<file path="src/rtl/wkev_pkg.sv">
package wkev_pkg;
  localparam int unsigned N_SRC   = 8;
  localparam int unsigned ADDR_W  = 3;
  localparam logic [ADDR_W-1:0] OFF_STS = 3'd0;
  localparam logic [ADDR_W-1:0] OFF_EN  = 3'd4;
  // sources allowed to raise the power-on control request
  localparam logic [N_SRC-1:0] PWR_MASK  = 8'h0F;
  // enable bits cleared by the master reset
  localparam logic [N_SRC-1:0] MCLR_MASK = 8'hF0;
endpackage

</file>
<file path="src/rtl/wkev_rst_sync.sv">
module wkev_rst_sync #(
  parameter int unsigned STAGES = 2
) (
  input  logic clk,
  input  logic arst_n,
  output logic srst_n
);
  logic [STAGES-1:0] sync_q;

  always_ff @(posedge clk or negedge arst_n) begin
    if (!arst_n) sync_q <= '0;
    else         sync_q <= {sync_q[STAGES-2:0], 1'b1};
  end

  assign srst_n = sync_q[STAGES-1];
endmodule

</file>
<file path="src/rtl/wkev_status.sv">
module wkev_status #(
  parameter int unsigned N = 8
) (
  input  logic         clk,
  input  logic         rst_n,
  input  logic [N-1:0] evt_i,
  input  logic [N-1:0] clr_i,
  output logic [N-1:0] sts_o
);
  logic [N-1:0] sts_q;
  logic [N-1:0] sts_d;
  logic [N-1:0] sts_ce;

  for (genvar gi = 0; gi < N; gi++) begin : g_bit
    always_comb begin
      sts_ce[gi] = evt_i[gi] | clr_i[gi];
      if (evt_i[gi])      sts_d[gi] = 1'b1;  // event beats clear
      else if (clr_i[gi]) sts_d[gi] = 1'b0;
      else                sts_d[gi] = sts_q[gi];
    end

    always_ff @(posedge clk or negedge rst_n) begin
      if (!rst_n)           sts_q[gi] <= 1'b0;
      else if (sts_ce[gi])  sts_q[gi] <= sts_d[gi];
    end
  end

  assign sts_o = sts_q;

  assert_evt_sets_R2: assert property (@(posedge clk) disable iff (!rst_n)
    (evt_i != '0) |=> ((sts_q & $past(evt_i)) == $past(evt_i)));

  assert_w1c_R3: assert property (@(posedge clk) disable iff (!rst_n)
    ((clr_i & ~evt_i) != '0) |=> ((sts_q & $past(clr_i & ~evt_i)) == '0));

  assert_hold_R3: assert property (@(posedge clk) disable iff (!rst_n)
    (evt_i == '0 && clr_i == '0) |=> $stable(sts_q));
endmodule

</file>
<file path="src/rtl/wkev_enable.sv">
module wkev_enable #(
  parameter int unsigned N = 8,
  parameter logic [N-1:0] MCLR_MASK = '1
) (
  input  logic         clk,
  input  logic         rst_n,
  input  logic         wr_i,
  input  logic [N-1:0] wdata_i,
  input  logic         mclr_i,
  output logic [N-1:0] en_o
);
  logic [N-1:0] en_q;
  logic [N-1:0] en_d;
  logic         en_ce;

  always_comb begin
    en_ce = wr_i | mclr_i;
    en_d  = wr_i ? wdata_i : en_q;
    if (mclr_i) en_d = en_d & ~MCLR_MASK;
  end

  always_ff @(posedge clk or negedge rst_n) begin
    if (!rst_n)     en_q <= '0;
    else if (en_ce) en_q <= en_d;
  end

  assign en_o = en_q;

  assert_mclr_upper_R6: assert property (@(posedge clk) disable iff (!rst_n)
    mclr_i |=> ((en_q & MCLR_MASK) == '0));

  assert_mclr_keep_R6: assert property (@(posedge clk) disable iff (!rst_n)
    (mclr_i && !wr_i) |=> ((en_q & ~MCLR_MASK) == $past(en_q & ~MCLR_MASK)));

  assert_idle_hold_R5: assert property (@(posedge clk) disable iff (!rst_n)
    (!mclr_i && !wr_i) |=> $stable(en_q));
endmodule

</file>
<file path="src/rtl/wkev_outgate.sv">
module wkev_outgate #(
  parameter int unsigned N = 8,
  parameter logic [N-1:0] PWR_MASK = '1
) (
  input  logic [N-1:0] sts_i,
  input  logic [N-1:0] en_i,
  input  logic         route_rst_i,
  output logic         pwr_on_o,
  output logic         sci_o,
  output logic         rst_o
);
  logic [N-1:0] armed;
  logic         req;

  always_comb begin
    armed    = sts_i & en_i;
    req      = |armed;
    pwr_on_o = |(armed & PWR_MASK);
    sci_o    = req & ~route_rst_i;
    rst_o    = req &  route_rst_i;
  end

  always_comb begin
    assert_route_excl_R8: assert (!(sci_o && rst_o));
    assert_pwr_implies_req_R7: assert (!pwr_on_o || sci_o || rst_o);
  end
endmodule

</file>
<file path="src/rtl/wake_evt_unit.sv">
module wake_evt_unit
  import wkev_pkg::*;
(
  input  logic              clk,
  input  logic              rst_n,
  input  logic              mst_clr,
  input  logic [N_SRC-1:0]  evt_i,
  input  logic              bus_wr,
  input  logic [ADDR_W-1:0] bus_addr,
  input  logic [N_SRC-1:0]  bus_wdata,
  output logic [N_SRC-1:0]  bus_rdata,
  input  logic              route_rst,
  output logic              pwr_on_o,
  output logic              sci_o,
  output logic              rst_o
);
  logic             rst_ns;
  logic [N_SRC-1:0] sts;
  logic [N_SRC-1:0] en;
  logic [N_SRC-1:0] sts_clr;
  logic             en_wr;

  wkev_rst_sync #(.STAGES(2)) i_rst_sync (
    .clk    (clk),
    .arst_n (rst_n),
    .srst_n (rst_ns)
  );

  always_comb begin
    sts_clr = (bus_wr && bus_addr == OFF_STS) ? bus_wdata : '0;
    en_wr   = bus_wr && (bus_addr == OFF_EN);
  end

  wkev_status #(.N(N_SRC)) i_status (
    .clk   (clk),
    .rst_n (rst_ns),
    .evt_i (evt_i),
    .clr_i (sts_clr),
    .sts_o (sts)
  );

  wkev_enable #(.N(N_SRC), .MCLR_MASK(MCLR_MASK)) i_enable (
    .clk     (clk),
    .rst_n   (rst_ns),
    .wr_i    (en_wr),
    .wdata_i (bus_wdata),
    .mclr_i  (mst_clr),
    .en_o    (en)
  );

  wkev_outgate #(.N(N_SRC), .PWR_MASK(PWR_MASK)) i_outgate (
    .sts_i       (sts),
    .en_i        (en),
    .route_rst_i (route_rst),
    .pwr_on_o    (pwr_on_o),
    .sci_o       (sci_o),
    .rst_o       (rst_o)
  );

  always_comb begin
    case (bus_addr)
      OFF_STS: bus_rdata = sts;
      OFF_EN:  bus_rdata = en;
      default: bus_rdata = '0;
    endcase
  end

  assert_rsvd_zero_R4: assert property (@(posedge clk) disable iff (!rst_ns)
    (bus_addr != OFF_STS && bus_addr != OFF_EN) |-> (bus_rdata == '0));

  assert_rsvd_nowrite_R4: assert property (@(posedge clk) disable iff (!rst_ns)
    (bus_wr && bus_addr != OFF_STS && bus_addr != OFF_EN && !mst_clr && evt_i == '0)
      |=> ($stable(sts) && $stable(en)));
endmodule

</file>
<file path="config.mk">
export PLATFORM = sky130hd
export DESIGN_NAME = wake_evt_unit
export DESIGN_NICKNAME = d
export VERILOG_FILES = /design/src/rtl/wkev_pkg.sv /design/src/rtl/wkev_rst_sync.sv /design/src/rtl/wkev_status.sv /design/src/rtl/wkev_enable.sv /design/src/rtl/wkev_outgate.sv /design/src/rtl/wake_evt_unit.sv
export SDC_FILE = /design/constraint.sdc
export NUM_CORES = 1
export LEC_CHECK = 0
export ABC_AREA = 1
export BUFFER_PORTS_ARGS = -buffer_cell sky130_fd_sc_hd__buf_2
export CORE_MARGIN = 4
export CORE_UTILIZATION = 51
export CTS_BUF_LIST = sky130_fd_sc_hd__clkbuf_16
export DETAILED_ROUTE_END_ITERATION = 8
export GPL_TIMING_DRIVEN = 0
export MAX_ROUTING_LAYER = met4
export PLACE_DENSITY = 0.82
export SLEW_MARGIN = 0
export SYNTH_ARGS = -nofsm -noshare
export SYNTH_HDL_FRONTEND = slang
export SYNTH_SLANG_ARGS = --single-unit
</file>
<file path="constraint.sdc">
create_clock -name clk -period 1.5 [get_ports clk]
set_input_delay 0.15 -clock clk [delete_from_list [all_inputs] [get_ports clk]]
set_output_delay 0.15 -clock clk [all_outputs]
set_load 0.05 [all_outputs]
</file>
# Word level (Yosys, flattened, before mapping)
# Cells that the tools add are included.
[totals] inputBits=24 word_cells=68 reg_bits=18 output_inout_bits=11
[classes] muxes=20 n_reduce_logical=23 bitwise_logic=13 eq_ne=1
[ops] cell="$mux 8" count=3
[ops] cell="$reduce_and 2->1" count=9
[ops] cell="$reduce_bool 2->1" count=9
[ops] cell="$mux 1" count=16
[ops] cell="$pmux 8 s2" count=1
[ops] cell="$or 1x1->1" count=9
[ops] cell="$and 8x8->8" count=1
[ops] cell="$reduce_or 8->1" count=1
[ops] cell="$reduce_or 4->1" count=1
[ops] cell="$eq 3x3->1 const B" count=1
[ops] cell="$logic_not 3->1" count=1
[ops] cell="$and 1x1->1" count=2
[ops] cell="$logic_and 1x1->1" count=2
[ops] cell="$not 1->1" count=1

# Longest topological paths before layout
[logic_depth] depth_word=5 ltp_mapped=6 depth_no_buf=5

# By module
# From an unflattened synthesis, not the netlist that was laid out.
[unflattened] cells_unflattened=142 area_unflattened_um2=1089.8
[modules_own_cells] mod="wake_evt_unit" n_inst=1 cells_each=46 area_per_inst_um2=324.1
[modules_own_cells] mod="wkev_status" n_inst=1 cells_each=40 area_per_inst_um2=320.3
[modules_own_cells] mod="wkev_enable" n_inst=1 cells_each=35 area_per_inst_um2=319.1
[modules_own_cells] mod="wkev_outgate" n_inst=1 cells_each=18 area_per_inst_um2=72.6
[modules_own_cells] mod="wkev_rst_sync" n_inst=1 cells_each=3 area_per_inst_um2=53.8

# Worst setup path after synthesis
# No wires, ideal clock.
[synth_timing] path_type="in2out" start="input bus_addr[1]" end="output bus_rdata[0]" arrival_time_ns=1.480 slack_ns=-0.130 required_ns=1.350 cell_stages=3 path_cell_list="nor2_4 -> nand2_1 -> o21ai_0"
[synth_between] elab_chain_cells=2 elab_cells_between_ends=3 cone_classes="eq/ne (1); mux (1); reduce/logical (1)"
[synth_rtl] item="start, declared" line="wake_evt_unit.sv:9" rtl="input logic [ADDR_W-1:0] bus_addr,"
[synth_rtl] item="$eq 3x3->1 / $logic_not 3->1 (equally long branches)" line="wake_evt_unit.sv:61" rtl="case (bus_addr)"
[synth_rtl] item="$pmux 8 s2 *" line="wake_evt_unit.sv:61"
[synth_rtl] item="end, declared" line="wake_evt_unit.sv:11" rtl="output logic [N_SRC-1:0] bus_rdata,"
# Every way passes the cells marked *; elsewhere a longest branch is shown, timed or not.

# Worst setup path after layout
[layout_timing] start="register i_status.sts_q[4] (netlist: i_status.sts_o[4])" end="output rst_o"
[layout_between] elab_chain_cells=3
[layout_rtl] item="start, declared" line="wkev_status.sv:10" rtl="logic [N-1:0] sts_q;"
[layout_rtl] item="start signal, assigned by index" line="wkev_status.sv:24" rtl="else if (sts_ce[gi]) sts_q[gi] <= sts_d[gi];"
[layout_rtl] item="$and 8x8->8" line="wkev_outgate.sv:16" rtl="armed = sts_i & en_i;"
[layout_rtl] item="$reduce_or 8->1" line="wkev_outgate.sv:17" rtl="req = |armed;"
[layout_rtl] item="$and 1x1->1" line="wkev_outgate.sv:20" rtl="rst_o = req & route_rst_i;"
[layout_rtl] item="end, declared" line="wake_evt_unit.sv:15" rtl="output logic rst_o"
# Every way passes these cells.

==> impl_metrics.json <==
{
  "cts_max_path_buffers": 2,
  "finalCritPeriodShare": 0.935,
  "swShare": 0.288,
  "power_switching_uw": 388,
  "min-delay-start": "evt_i[0]",
  "arrival_ns": 1.25,
  "overflow": 0,
  "yosysSeqAreaShare": 0.469,
  "die_y_um": 51.4,
  "peakVddDrop_uv": 666,
  "grt_pass1_vias": 891,
  "gp_congestion": 0.839,
  "core_um2": 1760,
  "synthCells": 125,
  "dieArea_um2": 2640,
  "detail-route-antenna-nets": 0,
  "power.density_nw_per_um2": 1080,
  "final_core_util": 0.704,
  "synth_area_um2": 961,
  "path_class": "flop to output port",
  "dr.first_iter.drc_count": 32,
  "cts_buffers": 3,
  "io_pins": 35,
  "r2r_start": "i_enable.en_o[3]$_DFFE_PN0P_",
  "crit_fanout": 3,
  "critPathLaunch": "i_status.sts_o[4]$_DFFE_PN0P_",
  "critPathRequiredTime_ns": 1.35,
  "critical_path.endpoint_type": "output port",
  "post_drt_via_cell_ratio": 5.19,
  "final_layout_size_suffix_gt1_frac": 0.272,
  "holdWs_ns": 0.0841,
  "rsz0062_at_grt": "false",
  "drcViolationCount": 0,
  "maxCapViolations": 0,
  "ys_types": 16,
  "cts_tree": "built",
  "synth_top_cells_by_area": "dfrtp_1, nand2_1, nand3_1",
  "ctsRootBufferMaster": "clkbuf_16",
  "synth_top_area_frac": 0.469,
  "routed-via-count": 970,
  "globalRouteTotalUtil": 0.202,
  "ys_seq_elements": 18,
  "power.share.combinational": 0.206,
  "antenna_found_initial": 0,
  "grt_first_pass_wirelength_um": 3870,
  "final_cell_mix": "nand2_1, buf_2, inv_1",
  "grt_max_degree": 17,
  "antennaDiodeCount": 0,
  "yosys.area.top_type": "dfrtp_1",
  "area_growth_pct": 29.2,
  "portBuffers": 32,
  "finClkSkew_ns": 0.00153,
  "htree_levels": 1,
  "p_leak_nw": 0.687,
  "outcome": "finished clean",
  "period_needed_ns": 1.40,
  "slew_headroom": 0.562,
  "core.rowCount": 15,
  "dpl.hpwl_um": 1710,
  "slew_violations": 0,
  "fin_setup_tns_ns": 0,
  "intPower_uw": 958,
  "die_w_um": 51.4,
  "cts.sinks": 18,
  "finalPower_mw": 1.35,
  "first_pass_iters": 4,
  "hold_class": "input port to flop",
  "syn_nets": 149,
  "final_common_cell": "nand2_1",
  "synth.avg_cell_area_um2": 7.69,
  "hold_viol": 0,
  "ys_warn_count": 0,
  "drt_wl_total_um": 2310,
  "clkPwrFrac": 0.388,
  "share_seq_of_total_power": 0.405,
  "fmax_mhz": 713,
  "setup_viol": 0,
  "worstMarginPinSlew_ns": 0.657,
  "insertion_delay_ns": 0.25,
  "final_nets": 187,
  "start_kind": "flop",
  "detail_route.wl_per_cell_um": 12.3,
  "post_cts_resized": 0,
  "clkTransAtPathRegs_ns": 0.05,
  "initial_core_util": 0.545
}
-- stage by stage --
stage	instances	setup WS [ns]	area, µm²
6_report	187	0.0968	1240
5_1_grt	187	0.0175	1240
4_1_cts	187	0.0993	1240
3_5_place_dp	182	0.305	1150
3_3_place_gp	182	0.312	1150
2_1_floorplan	125	-0.130	961
-- power by group through the flow --
| stage | Clock, mW | Sequential [mW] | Combinational (mW) |
|---|---|---|---|
| after floorplan | 0 | 0.545 | 0.198 |
| after global placement | 0 | 0.550 | 0.268 |
| after detailed placement | 0 | 0.553 | 0.272 |
| after CTS | 0.528 | 0.546 | 0.277 |
| after global routing | 0.552 | 0.551 | 0.305 |
| final | 0.522 | 0.546 | 0.278 |
-- cells by family after synthesis --
group,after synthesis,synth area share
AO/OA/AOI/OAI,14,0.0729
buffers and inverters,26,0.138
other,1,0.00390
flip-flops,18,0.469
AND/OR/NAND/NOR,66,0.316
-- worst paths after layout --
| check | to | slack [ns] | depth (start not counted) |
|---|---|---|---|
| setup / recovery | rst_o | 0.1 | 5 |
| hold / removal | i_status.sts_o[0]$_DFFE_PN0P_ | 0.08 | 3 |
| setup reg to reg | i_enable.en_o[3]$_DFFE_PN0P_ | 0.79 | 2 |
| hold reg to reg | i_enable.en_o[5]$_DFFE_PN0P_ | 0.27 | 0 |
| max in group asynchronous | i_enable.en_o[4]$_DFFE_PN0P_ | 0.81 | 0 |
| min in group asynchronous | i_rst_sync.sync_q[0]$_DFF_PN0_ | 0.21 | 2 |
-- layout make-up --
class                           count  area (µm²)
Inverter                           21        80.1
Sequential cell                    18         450
Fill cell                         172         523
Clock buffer                        3        75.1
Buffer                              5        52.6
Tap cell                           25        31.3
Timing Repair Buffer               33         170
Clock inverter                      1        3.75
Multi-Input combinational cell     81         378
-- routing by layer --
metal | track usage | vias up | part of all wire
met5 | - | - | 0
met4 | 0.0786 | 0 | 0.014
met3 | 0.0262 | 4 | 0.054
met2 | 0.360 | 36 | 0.54
met1 | 0.228 | 458 | 0.39
li1 | - | 472 | -
-- synthesized netlist by cell type, drive strengths merged --
cell type  count
nand2         37
inv           20
dfrtp         18
nand3         17
o21ai         12
nand4          9
buf            5
nor2           3
a21oi          2
clkinv         1
conb           1
-- worst max-delay path: stages (launching register included) --
cell     delay [ns]
dfrtp_1        0.39
nand2_1        0.07
nand2_1        0.05
nor2_1         0.18
a21oi_1        0.09
buf_2          0.22
-- state kept, by name, summed over array words and instances (netlist names) --
register           cells
i_enable.en_o          8
i_status.sts_o         8
i_rst_sync.sync_q      2
-- timing repair --
action	CTS	global route
setup buffers	0	0
hold buffers	1	0
endpoints found under the hold margin	2	0
(Power assumes the default switching activity.)
